<file path="src/rtl/aud_txfifo_pack.sv">
module aud_txfifo_pack #(
  parameter int DEPTH = 8
) (
  input  logic                     clk,
  input  logic                     rst_n,
  input  logic                     wr_en,
  input  logic [31:0]              wr_data,
  input  logic [1:0]               size_sel,
  input  logic                     compact_req,
  input  logic                     pop,
  output logic [19:0]              rd_left,
  output logic [19:0]              rd_right,
  output logic [$clog2(DEPTH):0]   level,
  output logic                     empty,
  output logic                     half_empty,
  output logic                     full,
  output logic                     underrun
);
  localparam int AW = $clog2(DEPTH);
  localparam int LW = AW + 1;
  localparam logic [LW:0] DEP  = (LW+1)'(DEPTH);
  localparam logic [LW:0] HALF = (LW+1)'(DEPTH / 2);

  logic [19:0]   mem [DEPTH];
  logic [AW-1:0] wr_ptr, rd_ptr;
  logic          packed_on, accept, pop_ok;
  logic [19:0]   s_lo, s_hi, s_single;
  logic [LW:0]   lvl_x, lvl_push, lvl_pop;

  assign packed_on = compact_req && (size_sel == 2'd0 || size_sel == 2'd3);
  assign lvl_x     = {1'b0, level};
  assign accept    = wr_en && (packed_on ? (lvl_x + 2 < DEP) : (lvl_x < DEP));
  assign pop_ok    = pop && !wr_en && (lvl_x >= 2);
  assign lvl_push  = lvl_x + (packed_on ? 2 : 1);
  assign lvl_pop   = lvl_x - 2;

  always_comb begin
    case (size_sel)
      2'd0:    s_single = {wr_data[15:0], 4'h0};
      2'd1:    s_single = {wr_data[17:0], 2'b00};
      2'd2:    s_single = wr_data[19:0];
      default: s_single = {wr_data[11:0], 8'h00};
    endcase
    if (size_sel == 2'd3) begin
      s_lo = {wr_data[11:0], 8'h00};
      s_hi = {wr_data[27:16], 8'h00};
    end else begin
      s_lo = {wr_data[15:0], 4'h0};
      s_hi = {wr_data[31:16], 4'h0};
    end
  end

  assign rd_left  = mem[rd_ptr];
  assign rd_right = mem[rd_ptr + 1'b1];

  always_ff @(posedge clk) begin
    if (accept) begin
      mem[wr_ptr] <= packed_on ? s_lo : s_single;
      if (packed_on) mem[wr_ptr + 1'b1] <= s_hi;
    end
  end

  always_ff @(posedge clk) begin
    if (!rst_n) begin
      wr_ptr     <= '0;
      rd_ptr     <= '0;
      level      <= '0;
      empty      <= 1'b1;
      half_empty <= 1'b1;
      full       <= 1'b0;
      underrun   <= 1'b0;
    end else if (accept) begin
      wr_ptr   <= wr_ptr + (packed_on ? AW'(2) : AW'(1));
      level    <= lvl_push[LW-1:0];
      empty    <= 1'b0;
      underrun <= 1'b0;
      if (lvl_push >= HALF) half_empty <= 1'b0;
      if (lvl_push >= DEP)  full <= 1'b1;
    end else if (pop_ok) begin
      rd_ptr <= rd_ptr + AW'(2);
      level  <= lvl_pop[LW-1:0];
      full   <= 1'b0;
      if (lvl_pop <= HALF) half_empty <= 1'b1;
      if (lvl_pop == 0) begin
        empty    <= 1'b1;
        underrun <= 1'b1;
      end
    end
  end
endmodule


</file>
<file path="config.mk">
export PLATFORM = sky130hd
export DESIGN_NAME = aud_txfifo_pack
export DESIGN_NICKNAME = d
export VERILOG_FILES = /design/src/rtl/aud_txfifo_pack.sv
export SDC_FILE = /design/constraint.sdc
export NUM_CORES = 1
export LEC_CHECK = 0
export BUFFER_PORTS_ARGS = -buffer_cell sky130_fd_sc_hd__buf_4
export CAP_MARGIN = 20
export CORE_AREA = 2 2 174 176
export DETAILED_ROUTE_END_ITERATION = 8
export DIE_AREA = 0 0 176 178
export GPL_TIMING_DRIVEN = 0
export PLACE_DENSITY_LB_ADDON = 0.1
export SYNTH_ARGS = -nofsm -noshare
export SYNTH_HDL_FRONTEND = slang
export SYNTH_SLANG_ARGS = --single-unit
</file>
<file path="constraint.sdc">
create_clock -name clk -period 4.84 [get_ports clk]
set_clock_uncertainty 0.2 [all_clocks]
set_input_delay 0.484 -clock clk [delete_from_list [all_inputs] [get_ports clk]]
set_output_delay 0.484 -clock clk [all_outputs]
set_load 0.01 [all_outputs]
</file>
* After elaboration in Yosys (flattened, before gate mapping) *
Memories as Yosys holds them, arrays and structs flattened. A register that Yosys moved wholly into a read port is not among the register bits.
Index checks and enable logic that the tools add are counted.

cells by class
  muxes and demuxes = 26
  reduce and logical (&&, ||, !) cells = 17
  multipliers = 0
  shift operators = 0
  $lt $le $gt $ge = 6
  divide/modulo/power cells = 0
  $add $sub $neg = 7
  equal/unequal tests = 5
  bitwise gates (word level) = 2

operators by type and width
  cell                                                                              number
  20-bit two-way mux                                                                3
  20-bit one-hot mux with 3 select lines                                            1
  1-bit two-way mux                                                                 16
  4-bit two-way mux                                                                 2
  2-bit AND reduction                                                               4
  3-bit by 1-bit adder with 3-bit output, second input constant                     2
  3-bit two-way mux                                                                 2
  2-bit nonzero test                                                                3
  4-bit by 2-bit adder with 5-bit output                                            1
  4-bit by 2-bit adder with 5-bit output, second input constant                     1
  5-bit by 3-bit >= comparator with 1-bit output, second input constant             1
  5-bit by 4-bit >= comparator with 1-bit output, second input constant             1
  5-bit by 3-bit less-or-equal comparator with 1-bit output, second input constant  1
  5-bit logical NOT                                                                 1
  5-bit by 4-bit < comparator with 1-bit output, second input constant              1
  4-bit by 2-bit subtractor with 5-bit output, second input constant                1
  2-bit == test, second input constant                                              2
  4-bit by 2-bit >= comparator with 1-bit output, second input constant             1
  1-bit logical AND                                                                 4
  4-bit < comparator, second input constant                                         1
  2-bit two-way mux                                                                 2
  2-bit by 1-bit != test with 1-bit output, second input constant                   2
  3-bit by 2-bit adder with 3-bit output                                            1
  3-bit by 2-bit adder with 3-bit output, second input constant                     1
  other kinds (7)                                                                   8

storage, ports and cells
  flip-flop bits (word level) = 14
  bits of input ports = 39
  bits in read-only memories = 0
  memories = 1
  output and inout port bits = 48
  word-level logic and storage cells = 71
  bits in latches = 0
  RAM bits = 160

memory list
  memory  words  width  rd ports  clocked after Yosys merged registers in  write ports  line  text
  mem     8      20     2         1                                        2            24    logic [19:0] mem [DEPTH];

* Depth between registers and ports, before layout *
Gate-level depths: netlist of run 1.

  word-level depth = 9
  depth in mapped cells = 12
  gate-level depth less buffers = 10

* Worst setup path after synthesis of run 1 *
OpenSTA, ideal clock, no wires.

  kind = input to register
  start point = in size_sel[0]
  end point = mem mem[3][10] (enable)
  path slack = 1699 ps
  stages on the path = 9
  data arrival time = 2569 ps
  library setup time = 372 ps
  cell sequence = inv_1 -> ha_1 -> and3b_1 -> mux2_4 -> buf_6 -> or3_1 -> buf_2 -> buf_6 -> nand2_1

RTL lines
  what                line  text
  start: declaration  8     input logic [1:0] size_sel,
  end: declaration    24

==> impl_results.md, run 1 <==
* Final #Nets at 825
* Post-synth top flop: edfxtp_1
* Switching Share at 30.31%
* PortBufs at 85
* Clock Power Share at 33.6%
* Initial core utilization at 29.54%
* Die width at 176 µm
* DP Wirelength at 21360 µm
* Number of global-route vias before repair at 6782
* Initial DRC Count at 670
* Gate power share at 22.1%
* Critical Path AT at 3.47 ns
* Fin. max-slew vios at 0
* Leakage at 3.584 nW
* Routed len/inst at 25.22 µm
* Total GRT Usage at 19.35%
* # IOs at 87
* Clock latency on the worst-skew pair at 0.43 ns
* Antenna violations before repair at 0
* Via density at 5.612
* Total number of vias at 6589
* Count leader, synth: edfxtp_1
* Outcome: finished, final reports clean
* Fmax at 276.5 MHz
* Synth Warn # at 0
* CTS Hold Bufs at 0
* Pwr Density at 385.0 nW/µm²
* P_int at 2.794 mW
* Final non-filler cell total at 1174
* Max IR drop VDD at 0.2128 mV
* CP Data Required Time at 4.70 ns
* Final worst-path setup slack at 1.224 ns
* Pre-CTS WS at 0.8794 ns
* First-pass GRT wire length at 43700 µm
* Longest Clk Path Bufs at 2
* Final setup viols at 0
* H-tree depth at 4
* CTS tree: built
* CTS Buf Count at 17
* Post-DP Area at 9812 µm²
* Synth area leaders: edfxtp_1, dfxtp_1, mux4_2, o22ai_1, mux2i_1
* Crit path kind: reg2reg
* Remaining routing DRC violations at 0
* Max-cap violations at 0
* Post-CTS setup buffer count at 0
* Seq/Total Area, Yosys at 55.08%
* Startpoint Class: register
* RSZ-0062 raised after global routing: false
* Layout cells sized above 1 at 24.87%
* Final Hold Fails at 0
* Reg clk slew, reported paths at 0.07 ns
* Final min period at 3.616 ns
* Crit Path Max Fanout at 16
* Number of synthesized flops with an enable pin at 128
* Slew @ Worst Pin at 0.9790 ns
* Largest area contributor in the netlist: edfxtp_1
* Yosys top cell area share at 44.25%
* Die Ht at 178 µm
* Post-Syn Instances at 665
* Root Buffer: clkbuf_16
* Mean Syn Cell Area at 13.06 µm²
* Clock Sinks at 175
* Sw power at 1.215 mW
* Post-synth top cells: edfxtp_1, o22ai_1, dfxtp_1, mux4_2, clkbuf_1
* RePlAce Congestion at 0.8878
* Mapped cell area at 8686 µm²
* Layout area overhead at 19.86%
* ANT cells at 0
* Fillers at 2873
* Post-CTS resize count at 0
* Total nets after synthesis at 719
* Crit end category: register
* Period utilization at 74.71%
* Post-synth ARST share at 0%
* TNS Setup at 0 ns
* ANT nets after route at 0
* Post-synth cell types at 48
* Core footprint at 29400 µm²
* Slew Limit Headroom at 32.87%
* Total Wirelength at 29600 µm
* GRT overflow at 0
* Placed cells at 1140
* Final instance area at 10410 µm²
* Largest net degree at the start of global routing at 19
* Num rows at 63
* Drt first pass iters at 6
* Reg area at 4785 µm²
* #FFs+latches synth at 175
* Area of the multi-input gates at 3496 µm²
* HP Class: in2reg
* Part of the power in registers at 44.3%
* Die area at 31330 µm²
==> cells by family after synthesis <==
logic type | count (synthesis) | share of synthesized area [%]
flops | 175 | 55.09
mux | 75 | 14.46
fa+ha+maj | 15 | 2.334
xor+xnor | 5 | 0.5043
simple gates | 98 | 6.281
compound gates | 210 | 16.67
buf+inv | 87 | 4.667
==> sequential cells by signal, summed over array words and instances (netlist names), named ones only <==
| register | count |
|---|---|
| mem | 160 |
| level | 4 |
| wr_ptr | 3 |
| rd_ptr | 2 |
| empty | 1 |
| full | 1 |
| half_empty | 1 |
| underrun | 1 |
==> cell type report <==
class,instances,share of cell area [%]
inverters,18,0.6490
repair buffers,87,6.418
well taps,390,4.687
flip-flops and latches,175,45.96
clock inverters,15,1.382
multi-input cells,403,33.58
plain buffers,69,3.245
clock buffers,17,4.086
==> routing by layer <==
metal / global-route usage [%] / routed length (µm) / vias up
met3: 3.474 / 1733 / 36
met2: 33.01 / 14600 / 276
met1: 24.99 / 12600 / 3375
met4: 6.267 / 673 / 0
met5: 0 / 0 / -
li1: - / - / 2902
==> metrics by stage <==
stage | hold slack [ns] | utilization, % | power (mW)
2_1_floorplan | 0.2271 | - | 2.319
3_3_place_gp | 0.2424 | 33.37 | 2.679
3_5_place_dp | 0.2492 | 33.37 | 2.692
4_1_cts | 0.1478 | 35.31 | 4.029
5_1_grt | 0.1723 | 35.41 | 4.176
6_report | 0.1620 | 35.41 | 4.009
==> path summary, 6_finish.rpt <==
check | end | startpoint | depth (start not counted) | slack (ns)
max reg2reg | mem[2][6] | level[1] | 8 | 1.22
min reg2reg | mem[5][3] | mem[5][3] | 1 | 0.26
min | level[1] | rst_n | 2 | 0.16
max | mem[2][6] | level[1] | 8 | 1.22
==> critical path, stage by stage (launching register included) <==
cell,delay (ns)
dfxtp_1,0.58
ha_1,0.25
and3b_1,0.22
mux2_4,0.34
buf_6,0.14
or3_1,0.35
buf_2,0.25
buf_6,0.21
nand2_1,0.67
==> power by group through the flow <==
stage                     clock (mW)  combinational, mW  sequential [mW]
after floorplan                    0              0.529             1.79
after global placement             0              0.876             1.80
after detailed placement           0              0.884             1.81
after CTS                       1.37              0.887             1.78
after global routing            1.43              0.963             1.78
final                           1.35              0.888             1.77
==> layout by cell type (no fill, tap or decap), types with 3 or more instances in the layout <==
cell type	netlist	layout
buf_1	8	8
nand3_1	6	6
edfxtp_1	128	128
a21boi_0	5	5
nor2_1	16	16
or2_2	4	4
inv_8	0	5
or3_1	12	12
buf_4	2	87
nand2_1	20	20
o22ai_1	126	126
nor3_1	5	5
clkbuf_16	0	17
buf_2	14	14
inv_6	0	3
inv_1	18	18
a22oi_1	19	19
ha_1	13	13
mux4_2	40	40
and3_1	4	4
nand2b_1	9	9
clkinvlp_4	0	3
and2_4	3	3
mux2i_1	34	34
and2_1	8	8
xnor2_1	3	3
clkbuf_1	37	37
dfxtp_1	47	47
a22o_1	9	9
buf_6	7	7
a21oi_1	10	10
o2bb2ai_1	30	30
o32ai_1	4	4
No activity file was read; power rests on OpenSTA's default activity.
==> run 2: changes to the inputs <==
Clock period 4.84 ns to 3 ns, I/O delays scaled along.
==> impl_results.md, run 2 (synthesis gave the netlist of run 1 again) <==
* RePlAce Congestion at 0.8451
* Crit path kind: reg2reg
* Most frequent cells in the layout: edfxtp_1, o22ai_1, buf_4
* PortBufs at 85
* Max-cap violations at 0
* Max IR drop VDD at 0.3599 mV
* CTS tree: built
* Slew @ Worst Pin at 0.9588 ns
* Layout area overhead at 22.31%
* Drt first pass iters at 5
* Critical Path AT at 2.78 ns
* # IOs at 87
* CTS Buf Count at 17
* CP max-delay cell: dfxtp_2
* Total number of vias at 6449
* Final worst-path setup slack at 0.1589 ns
* Outcome: finished, final reports clean
* Layout cells sized above 1 at 28.79%
* DP Wirelength at 21030 µm
* ANT cells at 0
* Root Buffer: clkbuf_16
* Slew Limit Headroom at 34.25%
* Top flop regs: mem x160, level x4, wr_ptr x3
* Clock latency on the worst-skew pair at 0.44 ns
* Number of global-route vias before repair at 6814
* Total Wirelength at 29340 µm
* Cell mode on critical path: or3_1
* Placed cells at 1140
* Worst path cell trace: ha_1 > or3_1 > or3_1 > clkbuf_1 > and2_4 > clkinvlp_4 > buf_12
* Initial DRC Count at 636
* R2R Setup Slk at 0.16 ns
* Remaining routing DRC violations at 0
* Final min period at 2.841 ns
* Fin. max-slew vios at 0
* Routed len/inst at 24.97 µm
* Commonest non-fill, non-tap cell in the layout: edfxtp_1
* Die area at 31330 µm²
* RSZ-0062 raised after global routing: false
* Post-DP Area at 9821 µm²
* CP bufs+invs at 3
* Largest net degree at the start of global routing at 20
* Area of the multi-input gates at 3552 µm²
* HP Class: in2reg
* Die Ht at 178 µm
* Initial core utilization at 29.54%
* Crit end category: register
* Longest Clk Path Bufs at 2
* Antenna violations before repair at 0
* Crit Path Max Fanout at 16
* First-pass GRT wire length at 44210 µm
* Num rows at 63
* Period utilization at 94.70%
* Pwr Density at 619.2 nW/µm²
* CP delay by family, top: simple AND/OR/NAND/NOR gates
* Slowest stage delay, CP at 0.46 ns
* Final setup viols at 0
* Top reg by flops: mem
* Reg area at 4790 µm²
* CP Data Required Time at 2.94 ns
* H-tree depth at 4
* Clock Sinks at 175
* Final #Nets at 826
* ANT nets after route at 0
* Leakage at 3.615 nW
* Final non-filler cell total at 1175
* Final Hold Fails at 0
* Hold slack at 0.1404 ns
* Max reg flops at 160
* Startpoint Class: register
* Pre-CTS WS at -0.6507 ns
* GRT overflow at 0
* Final instance area at 10620 µm²
* Die width at 176 µm
* Reg clk slew, reported paths at 0.08 ns
* Core footprint at 29400 µm²
* Fmax at 352.0 MHz
* Via density at 5.489
* Total GRT Usage at 19.39%
* Fillers at 2840
run 2: power by group:
group	leakage (nW)	switching, mW	internal, mW	total, mW
Sequential	1.54	0.0874	2.77	2.86
Combinational	1.79	0.820	0.654	1.47
Clock	0.287	1.12	1.12	2.24
run 2: worst register-to-register path, cell delays in order (launching register included):
cell        delay [ns]
dfxtp_2           0.46
ha_1              0.32
or3_1             0.38
or3_1             0.40
clkbuf_1          0.27
and2_4            0.27
clkinvlp_4        0.08
buf_12            0.16
run 2: repair_timing:
item | 4_1_cts | 5_1_grt
hold endpoints to repair | 7 | 0
hold buffers | 1 | 0
resized for setup | 17 | 17
setup endpoints to repair | 209 | 184
setup buffers | 6 | 0
run 2: final cells by class:
| class | instances | area share [%] |
|---|---|---|
| repair buffers | 92 | 7.231 |
| clock buffers | 17 | 4.004 |
| plain buffers | 65 | 3.274 |
| clock inverters | 15 | 1.531 |
| inverters | 18 | 0.8480 |
| flip-flops and latches | 175 | 45.08 |
| multi-input cells | 403 | 33.44 |
| well taps | 390 | 4.593 |
run 2: per-stage QoR:
| stage | utilization [%] | power [mW] | setup TNS [ns] |
|---|---|---|---|
| final | 36.13 | 6.579 | 0 |
| after CTS | 36.03 | 6.617 | 0 |
| after global placement | 33.40 | 4.329 | -80.20 |
| after floorplan | - | 3.742 | 0 |
| after global routing | 36.13 | 6.866 | 0 |
| after detailed placement | 33.40 | 4.354 | -80.58 |
run 2: metal layers:
metal,GRT usage [%],vias to the layer above,part of all wire [%]
met5,0,-,0
met4,6.198,0,1.9
met3,3.879,35,5.5
met2,32.07,218,49
met1,25.65,3288,44
li1,-,2908,-
run 2: path summary, 6_finish.rpt:
kind,from,to,cells past startpoint
setup / recovery,wr_ptr[1],mem[1][12],7
hold / removal,wr_data[1],mem[5][1],3
setup reg to reg,wr_ptr[1],mem[1][12],7
hold reg to reg,mem[4][3],mem[4][3],1
==> run 3: changes to the inputs <==
Settings changed: BUFFER_PORTS_ARGS -buffer_cell sky130_fd_sc_hd__buf_4 to default, DONT_BUFFER_PORTS from default to 1.
==> impl_results.md, run 3 (synthesis gave the netlist of run 1 again) <==
* Drt first pass iters at 5
* # IOs at 87
* Area of the multi-input gates at 3550 µm²
* Power, Total at 6.372 mW
* Die width at 176 µm
* Clock Power Share at 35.4%
* CP delay by family, top: simple AND/OR/NAND/NOR gates
* Sw power at 1.867 mW
* Crit path kind: reg2reg
* Core footprint at 29400 µm²
* Top reg by flops: mem
* Outcome: finished, final reports clean
* Die Ht at 178 µm
* Number of global-route vias before repair at 6452
* Period utilization at 95.72%
* H-tree depth at 4
* Startpoint Class: register
* Remaining routing DRC violations at 0
* Slowest stage delay, CP at 0.60 ns
* Fillers at 2862
* Max-cap violations at 0
* Slew @ Worst Pin at 1.015 ns
* Fin. max-slew vios at 0
* PortBufs at 0
* Total Wirelength at 29580 µm
* Routed len/inst at 27.02 µm
* Final setup viols at 0
* Via density at 5.738
* Crit Path Max Fanout at 16
* Switching Share at 29.30%
* Layout cells sized above 1 at 20.00%
* Leakage at 3.211 nW
* Reg clk slew, reported paths at 0.07 ns
* Final min period at 2.871 ns
* Initial core utilization at 29.54%
* CTS Buf Count at 17
* Final worst-path setup slack at 0.1285 ns
* First-pass GRT wire length at 43210 µm
* Hold slack at 0.02464 ns
* Total number of vias at 6283
* Most frequent cells in the layout: edfxtp_1, o22ai_1, dfxtp_1
* ANT cells at 0
* ANT nets after route at 0
* Max IR drop VDD at 0.3777 mV
* Num rows at 63
* Slew Limit Headroom at 30.43%
* RePlAce Congestion at 0.8140
* CP bufs+invs at 2
* Antenna violations before repair at 0
* Pwr Density at 634.9 nW/µm²
* Part of the power in registers at 45.1%
* Root Buffer: clkbuf_16
* Layout area overhead at 15.54%
* Fmax at 348.3 MHz
* CP Data Required Time at 2.94 ns
* GRT overflow at 0
* Pre-CTS WS at -0.6252 ns
* Die area at 31330 µm²
* Final #Nets at 746
* Total GRT Usage at 19.22%
* Commonest non-fill, non-tap cell in the layout: edfxtp_1
* Reg area at 4791 µm²
* Initial DRC Count at 666
* P_int at 4.505 mW
* CP max-delay cell: or4b_1
* RSZ-0062 raised after global routing: false
* CTS tree: built
* Worst path cell trace: ha_1 > and3b_1 > mux2_4 > or4b_1 > and2_1 > clkinvlp_4 > buf_12
* Top flop regs: mem x160, level x4, wr_ptr x3
* DP Wirelength at 21200 µm
* TNS Setup at 0 ns
* Gate power share at 19.5%
* Max reg flops at 160
* Critical Path AT at 2.81 ns
* HP Class: in2reg
* Clock latency on the worst-skew pair at 0.44 ns
* Crit end category: register
* Clock Sinks at 175
* Largest net degree at the start of global routing at 17
* Longest Clk Path Bufs at 2
* Final Util at 34.13%
* Final Hold Fails at 0
## run 3: cell count changes in the layout (fill, tap and decap cells not counted), sizes merged
| cell | change |
|---|---|
| dlygate4sd3 | +2 |
| bufinv | +2 |
| inv | -4 |
| clkinvlp | +3 |
| clkinv | -2 |
| buf | -81 |
## run 3: path summary, 6_finish.rpt
path,end,slack [ns],startpoint,cells past startpoint
max,mem[5][4],0.13,level[1],7
max reg2reg,mem[5][4],0.13,level[1],7
min reg2reg,mem[4][0],0.26,mem[4][0],1
min,empty,0.02,rst_n,2
## run 3: stage by stage
step | cell area [µm²] | instances
2_1_floorplan | 8695 | 665
3_3_place_gp | 9183 | 1055
3_5_place_dp | 9198 | 1056
4_1_cts | 10010 | 1097
5_1_grt | 10040 | 1095
6_report | 10040 | 1095
## run 3: power groups by stage
stage	combinational, mW	sequential [mW]	clock [mW]
finish	1.25	2.87	2.25
global route	1.34	2.89	2.38
CTS	1.25	2.87	2.28
detailed placement	1.19	2.93	0
global placement	1.17	2.92	0
floorplan	0.855	2.89	0
## run 3: timing repair
item | CTS | global route
gates resized for setup | 20 | 10
hold endpoints to repair | 15 | 0
cloned | 0 | 0
setup buffers | 8 | 0
hold buffers | 3 | 0
endpoints found under the setup margin | 209 | 163
## run 3: cell type report
cell class	instances	share of cell area, %
multi-input combinational	403	35.37
timing repair buffer	13	1.907
sequential	175	47.74
tap	390	4.862
clock inverter	14	1.546
buffer	64	3.404
inverter	18	0.8976
clock buffer	18	4.276
## run 3: per-layer routing
metal  vias to the layer above  global-route usage, %  share of wire [%]
met5                         -                      0                  0
met4                         0                  5.028                1.6
met3                        33                  4.987                7.2
met2                       224                  32.60                 49
met1                      3273                  24.45                 42
li1                       2753                      -                  -
